### config.mk
export PLATFORM = sky130hd
export DESIGN_NAME = i2s_tx_encoder
export DESIGN_NICKNAME = d
export VERILOG_FILES = /design/src/rtl/i2s_tx_pkg.sv /design/src/rtl/i2s_tx_regs.sv /design/src/rtl/i2s_tx_bitclk.sv /design/src/rtl/i2s_tx_serializer.sv /design/src/rtl/i2s_tx_encoder.sv
export SDC_FILE = /design/constraint.sdc
export NUM_CORES = 1
export LEC_CHECK = 0
export BUFFER_PORTS_ARGS = -buffer_cell sky130_fd_sc_hd__buf_2
export CELL_PAD_IN_SITES_DETAIL_PLACEMENT = 2
export CELL_PAD_IN_SITES_GLOBAL_PLACEMENT = 2
export CORE_ASPECT_RATIO = 0.75
export CORE_MARGIN = 2
export CORE_UTILIZATION = 38
export CTS_BUF_LIST = sky130_fd_sc_hd__clkbuf_8 sky130_fd_sc_hd__clkbuf_16
export DETAILED_ROUTE_END_ITERATION = 7
export PLACE_DENSITY = 0.95
export SYNTH_ARGS = -nofsm -noshare
export SYNTH_HDL_FRONTEND = slang
export SYNTH_SLANG_ARGS = --single-unit
### constraint.sdc
create_clock -name clk -period 6.7 [get_ports clk]
set_clock_uncertainty 0.15 [all_clocks]
set_input_delay 1.675 -clock clk [delete_from_list [all_inputs] [get_ports clk]]
set_output_delay 1.675 -clock clk [all_outputs]
set_load 0.02 [all_outputs]
### src/rtl/i2s_tx_pkg.sv
package i2s_tx_pkg;
  localparam int XDIV_W = 6;

  localparam logic [1:0] ADDR_CTRL = 2'd0;
  localparam logic [1:0] ADDR_XDIV = 2'd1;
  localparam logic [1:0] ADDR_FMT  = 2'd2;
  localparam logic [1:0] ADDR_CMD  = 2'd3;

  typedef struct packed {
    logic [1:0]        skew;
    logic              ws_inv;
    logic              bclk_inv;
    logic [1:0]        lg2_div;
    logic              xdiv_sel;
    logic              run;
    logic [XDIV_W-1:0] xdiv_m1;
  } tx_cfg_t;

  typedef struct packed {
    logic ch8;
    logic wide;
  } tx_fmt_t;
endpackage

### src/rtl/i2s_tx_regs.sv
module i2s_tx_regs
  import i2s_tx_pkg::*;
#(
  parameter int CFG_W = 8
) (
  input  logic             clk,
  input  logic             rst,
  input  logic             we,
  input  logic [1:0]       addr,
  input  logic [CFG_W-1:0] wdata,
  output tx_cfg_t          cfg,
  output tx_fmt_t          fmt_act,
  output logic             soft_rst,
  output logic             uf_clr
);
  tx_fmt_t fmt_stage;

  always_ff @(posedge clk) begin
    if (rst) begin
      cfg       <= '0;
      fmt_stage <= '0;
      fmt_act   <= '0;
      soft_rst  <= 1'b0;
      uf_clr    <= 1'b0;
    end else begin
      soft_rst <= 1'b0;
      uf_clr   <= 1'b0;
      if (we) begin
        case (addr)
          ADDR_CTRL: begin
            cfg.run      <= wdata[0];
            cfg.xdiv_sel <= wdata[1];
            cfg.lg2_div  <= wdata[3:2];
            cfg.bclk_inv <= wdata[4];
            cfg.ws_inv   <= wdata[5];
            cfg.skew     <= wdata[7:6];
          end
          ADDR_XDIV: cfg.xdiv_m1 <= wdata[XDIV_W-1:0];
          ADDR_FMT: begin
            fmt_stage.ch8  <= wdata[0];
            fmt_stage.wide <= wdata[1] & wdata[2];
          end
          default: begin
            soft_rst <= wdata[0];
            uf_clr   <= wdata[1];
            if (wdata[0]) fmt_act <= fmt_stage;
          end
        endcase
      end
    end
  end
endmodule

### src/rtl/i2s_tx_bitclk.sv
module i2s_tx_bitclk #(
  parameter int XDIV_W = 6
) (
  input  logic              clk,
  input  logic              rst,
  input  logic              run,
  input  logic              xdiv_sel,
  input  logic [1:0]        lg2_div,
  input  logic [XDIV_W-1:0] xdiv_m1,
  input  logic              bclk_inv,
  output logic              tick,
  output logic              ph,
  output logic              bclk_o
);
  logic [XDIV_W-1:0] cnt;
  logic [XDIV_W-1:0] ratio_m1;

  always_comb begin
    if (xdiv_sel) ratio_m1 = xdiv_m1;
    else          ratio_m1 = XDIV_W'((1 << lg2_div) - 1);
  end

  assign tick = run && (cnt == ratio_m1);

  always_ff @(posedge clk) begin
    if (rst || !run) begin
      cnt    <= '0;
      ph     <= 1'b1;
      bclk_o <= bclk_inv;
    end else if (tick) begin
      cnt    <= '0;
      ph     <= ~ph;
      bclk_o <= (~ph) ^ bclk_inv;
    end else begin
      cnt <= cnt + 1'b1;
    end
  end
endmodule

### src/rtl/i2s_tx_serializer.sv
module i2s_tx_serializer #(
  parameter int SLOT_W   = 32,
  parameter int CH_PAIRS = 4
) (
  input  logic                  clk,
  input  logic                  rst_hard,
  input  logic                  rst,
  input  logic                  run,
  input  logic                  tick,
  input  logic                  ph,
  input  logic [1:0]            skew,
  input  logic                  ws_inv,
  input  logic                  wide,
  input  logic                  ch8,
  input  logic                  uf_clr,
  input  logic                  s_valid,
  input  logic [SLOT_W-1:0]     s_data,
  output logic                  s_ready,
  output logic [$clog2(CH_PAIRS):0] s_chan,
  output logic                  sd_o,
  output logic                  ws_o,
  output logic                  underflow
);
  localparam int FRAME = 2 * SLOT_W;
  localparam int BW    = $clog2(FRAME);
  localparam int KW    = $clog2(SLOT_W);
  localparam int PW    = $clog2(CH_PAIRS);
  localparam int HALF  = SLOT_W / 2;

  logic [BW-1:0]     bit_q, nb, np;
  logic [KW-1:0]     k, idx_w, idx_n;
  logic [SLOT_W-1:0] cur, nxt, word;
  logic              fall, slot_start, bit_val, half_q;
  logic [PW-1:0]     pair;

  assign fall       = run && tick && ph;
  assign nb         = bit_q + 1'b1;
  assign np         = nb - BW'(skew);
  assign k          = np[KW-1:0];
  assign slot_start = (k == '0);
  assign word       = slot_start ? nxt : cur;
  assign idx_w      = KW'(SLOT_W - 1) - k;
  assign idx_n      = KW'(HALF - 1) - k;

  always_comb begin
    if (wide)                  bit_val = word[idx_w];
    else if (k < KW'(HALF))    bit_val = word[idx_n];
    else                       bit_val = 1'b0;
  end

  always_ff @(posedge clk) begin
    if (rst || !run) begin
      bit_q   <= BW'(FRAME - 2);
      cur     <= '0;
      nxt     <= '0;
      sd_o    <= 1'b0;
      ws_o    <= ws_inv;
      s_ready <= 1'b0;
      half_q  <= 1'b0;
      pair    <= '0;
    end else begin
      s_ready <= 1'b0;
      if (fall) begin
        bit_q <= nb;
        sd_o  <= bit_val;
        ws_o  <= (~nb[BW-1]) ^ ws_inv;
        if (slot_start) cur <= nxt;
        if (k == KW'(SLOT_W - 1)) begin
          s_ready <= 1'b1;
          half_q  <= ~np[BW-1];
        end
      end
      if (s_ready) begin
        nxt <= s_valid ? s_data : '0;
        if (half_q) begin
          if (!ch8 || pair == PW'(CH_PAIRS - 1)) pair <= '0;
          else                                    pair <= pair + 1'b1;
        end
      end
    end
  end

  always_ff @(posedge clk) begin
    if (rst_hard)                          underflow <= 1'b0;
    else if (s_ready && run && !s_valid)   underflow <= 1'b1;
    else if (uf_clr)                       underflow <= 1'b0;
  end

  assign s_chan = {pair, half_q};
endmodule

### src/rtl/i2s_tx_encoder.sv
module i2s_tx_encoder
  import i2s_tx_pkg::*;
#(
  parameter int SLOT_W   = 32,
  parameter int CFG_W    = 8,
  parameter int CH_PAIRS = 4
) (
  input  logic                        clk,
  input  logic                        rst,
  input  logic                        cfg_we,
  input  logic [1:0]                  cfg_addr,
  input  logic [CFG_W-1:0]            cfg_wdata,
  input  logic                        s_valid,
  input  logic [SLOT_W-1:0]           s_data,
  output logic                        s_ready,
  output logic [$clog2(CH_PAIRS):0]   s_chan,
  output logic                        bclk_o,
  output logic                        ws_o,
  output logic                        sd_o,
  output logic                        underflow_o
);
  tx_cfg_t cfg;
  tx_fmt_t fmt_act;
  logic    soft_rst, uf_clr, core_rst, tick, ph;

  assign core_rst = rst | soft_rst;

  i2s_tx_regs #(.CFG_W(CFG_W)) u_regs (
    .clk(clk), .rst(rst), .we(cfg_we), .addr(cfg_addr), .wdata(cfg_wdata),
    .cfg(cfg), .fmt_act(fmt_act), .soft_rst(soft_rst), .uf_clr(uf_clr)
  );

  i2s_tx_bitclk #(.XDIV_W(XDIV_W)) u_bclk (
    .clk(clk), .rst(core_rst), .run(cfg.run), .xdiv_sel(cfg.xdiv_sel),
    .lg2_div(cfg.lg2_div), .xdiv_m1(cfg.xdiv_m1), .bclk_inv(cfg.bclk_inv),
    .tick(tick), .ph(ph), .bclk_o(bclk_o)
  );

  i2s_tx_serializer #(.SLOT_W(SLOT_W), .CH_PAIRS(CH_PAIRS)) u_ser (
    .clk(clk), .rst_hard(rst), .rst(core_rst), .run(cfg.run), .tick(tick),
    .ph(ph), .skew(cfg.skew), .ws_inv(cfg.ws_inv), .wide(fmt_act.wide),
    .ch8(fmt_act.ch8), .uf_clr(uf_clr), .s_valid(s_valid), .s_data(s_data),
    .s_ready(s_ready), .s_chan(s_chan), .sd_o(sd_o), .ws_o(ws_o),
    .underflow(underflow_o)
  );
endmodule

==> run metrics <==
CP Buf/Inv Count=0; Via Count=4,051; sequential fraction of the synthesis area=45.1%; setup TNS=0 ns; total track usage=26.2%; CTS H-tree depth=3; clock sink count=105; R2R Path End=u_ser.cur[25]$_SDFFE_PP0N_; cells along the critical path=ha_1 -> ha_1 -> a211oi_4 -> xnor2_2 -> nor4_4 -> and2_1 -> nor2b_4 -> mux2i_1 -> nor2_1; initial antenna violation count=0; Worst Hold Depth=2; Mean Syn Cell Area=8.92 sq um; die area=13,300 sq um; Nets=613; post_cts resized=0; Initial Utilization=38.6%; Crit Path Category=flip-flop to flip-flop; worst-skew pair later-pin latency=0.37 ns; WP data arrival=4.62 ns; input/output buffers=53; Post-Syn Instances=527; Post-synth EDFFs=2; Worst slew margin=13.1%; CTS tree=done; WL per Instance=22.8 um; R2R Setup Slk=2.14 ns; total wire length=16.7 mm; vias in the first global route=4,659; Seq cells post-synth=105; Bufs on Longest Clock Path=2; largest net degree at the start of global routing=57; Main synth FF type=dfxtp_1; Final setup violation count=0; layout cells sized above 1=14.0%; Worst-path clk slew=0.07 ns; delay-heaviest family, CP=simple AND/OR/NAND/NOR gates; chip height=100 um; dpl ws=2.33 ns; Layout Area Growth over Synthesis=14.2%; CP max stage cell=nor2b_4; placed insts=716; Initial DRC Count=261; Die W=132 um; Core Region=12,200 sq um; asr flop ratio synth=0%; Final Non-Filler Cells=732; Worst Path Required=6.77 ns; min Tclk post-route=4.56 ns; FMAX=219 MHz; Setup crit end kind=flip-flop; Slew Viols, Final=0; Core Rows=35; setup ws final=2.14 ns; post-route cell area=5370 sq um; most frequent CP cell=ha_1; CP startpoint kind=flip-flop; Max VDD drop=0.000132 V; worst reg2reg path depth=9; drt pass-1 iters=4; Synth Net Count=579; warning count from the yosys run=0; Ant. Diodes=0; status=finished clean; Detail Route Antenna Nets=0; IO Count=54; FILL cells=1,339; Hold Path End=u_ser.underflow$_SDFFE_PP0P_; Residual DRC=0; Leakage=0.00194 uW; hold crit path type=flip-flop to flip-flop; Congestion Overflow GR=0; gpl congestion=0.839; mapped cell area=4700 sq um; crit-path max cell delay=1.14 ns; CP max FO=32; first-pass GRT wire length=26.8 mm; Post-CTS Hold Buffers=0; Final Util=44.1%; r2r startpoint=u_ser.bit_q[0]$_SDFFE_PP0N_; DP Area=5050 sq um; # Post-CTS Setup Buffers=0; RSZ-0062 raised after global routing=false; Post-DP HPWL=10.4 mm; pwr dens=236 nW/um^2; worst slew pin tran=1.30 ns; CTS Buf Count=9; Final Hold Vio Count=0; final worst path period share=68.0%; Root Buffer=clkbuf_16; worst hold start=u_ser.underflow$_SDFFE_PP0P_; Max Cap Viol=0; post-synth cell types=48; vias per cell=5.53
where the power goes:
group / switching (uW) / internal [uW]
clock: 256 / 329
combinational: 29.4 / 19.0
sequential: 3.78 / 629
total: 290 / 977
metal layers:
layer,share of wire (%),up-vias,global-route usage (%),wire [um]
met1,43,2041,31.4,7170
met2,50,105,45.6,8360
met4,3.0,0,11.6,505
li1,-,1858,-,-
met3,3.9,47,5.56,655
met5,0,-,0,0
cell usage after synthesis (2+ instances only):
master,instances,area (sq um)
a211oi_1,3,22.5
a21oi_1,42,210
a22o_1,2,17.5
a22oi_1,2,15.0
a31oi_1,5,31.3
and2_1,3,18.8
and3_1,4,25.0
buf_1,2,7.51
buf_4,4,30.0
buf_6,2,22.5
clkbuf_1,24,90.1
dfxtp_1,103,2060
edfxtp_1,2,60.1
ha_1,5,62.6
inv_1,7,26.3
mux2i_1,61,611
nand2_1,23,86.3
nand3_1,17,85.1
nand3b_1,3,22.5
nand4_1,2,12.5
nor2_1,110,413
nor2b_1,32,200
nor3_1,5,25.0
nor3b_1,4,30.0
o2111ai_1,3,26.3
o211ai_1,4,30.0
o21ai_0,12,60.1
or3_1,3,18.8
xnor2_1,11,96.3
xor2_1,9,78.8
flip-flops by register name, summed over array words and instances, names as in the netlist:
signal,flops
u_ser.underflow,1
u_ser.nxt,32
u_ser.ws_o,1
u_bclk.ph,1
u_regs.soft_rst,1
u_bclk.cnt,6
u_ser.bit_q,6
u_ser.cur,32
u_bclk.bclk_o,1
u_regs.uf_clr,1
u_ser.sd_o,1
u_regs.cfg,14
u_ser.pair,2
u_ser.half_q,1
u_regs.fmt_act,2
u_ser.s_ready,1
u_regs.fmt_stage,2
cell usage in the layout, fill, tap and decap left out, types with 2 or more instances in the layout:
cell type  synthesis  final
nand4_1            2      2
a211oi_1           3      3
nand2_1           23     22
xnor2_1           11     11
clkbuf_16          0      9
nand3b_1           3      3
edfxtp_1           2      2
a31oi_1            5      5
buf_2              1     53
buf_4              4      3
a22oi_1            2      2
o2111ai_1          3      3
nor2_1           110    110
inv_1              7      8
dfxtp_1          103    103
bufinv_16          0      2
nor3b_1            4      4
xor2_1             9      9
mux2i_1           61     61
a22o_1             2      2
nor2b_1           32     31
and3_1             4      4
and2_1             3      3
o21ai_0           12     12
nand3_1           17     17
or3_1              3      3
o211ai_1           4      4
a21oi_1           42     42
ha_1               5      5
nor3_1             5      5
inv_6              0      2
worst max-delay path by stage:
stage | from | endpoint | slack [ns] | depth (start not counted)
final | u_ser.bit_q[0]$_SDFFE_PP0N_ | u_ser.cur[25]$_SDFFE_PP0N_ | 2.14 | 9
after global routing | u_ser.bit_q[0]$_SDFFE_PP0N_ | u_ser.cur[25]$_SDFFE_PP0N_ | 1.90 | 9
after detailed placement | u_ser.bit_q[0]$_SDFFE_PP0N_ | u_ser.cur[17]$_SDFFE_PP0N_ | 2.33 | 9
after global placement | u_ser.bit_q[0]$_SDFFE_PP0N_ | u_ser.cur[18]$_SDFFE_PP0N_ | 2.67 | 9
after floorplan | u_ser.bit_q[0]$_SDFFE_PP0N_ | u_ser.sd_o$_SDFFE_PP0N_ | 3.59 | 10
after CTS | u_ser.bit_q[0]$_SDFFE_PP0N_ | u_ser.cur[15]$_SDFFE_PP0N_ | 2.16 | 9
logic make-up (layout without fill, tap and decap cells):
kind of cell	Yosys count	after routing	share of synthesized area, %
buf+inv	40	79	3.86
fa+ha+maj	6	6	1.76
simple gates	212	212	21.2
mux	62	62	13.2
xor+xnor	22	22	4.42
flops	105	105	45.1
compound gates	80	80	10.4
worst reg2reg max path, delay by kind of cell, from the launching register on:
kind                     cells  cell delay, ns
adder cells (fa/ha/maj)      2            0.69
AND/OR/NAND/NOR              4            2.16
AO/OA/AOI/OAI                1            0.38
flip-flops                   1            0.45
XOR/XNOR                     1            0.27
multiplexers                 1            0.33
layout make-up:
cell class                      instances  area (sq um)  area share, %
Clock buffer                            9           225           4.19
Clock inverter                          7          92.6           1.72
Tap cell                              166           208           3.87
Timing Repair Buffer                   56           288           5.36
Sequential cell                       105          2120           39.5
Multi-Input combinational cell        382          2410           44.8
Inverter                                7          26.3          0.489
stage by stage:
step | hold WS, ns | power (uW)
after global placement | 0.306 | 690
after detailed placement | 0.313 | 694
final | 0.356 | 1270
after global routing | 0.373 | 1300
after floorplan | 0.286 | 669
after CTS | 0.361 | 1270
(Power assumes the default switching activity.)
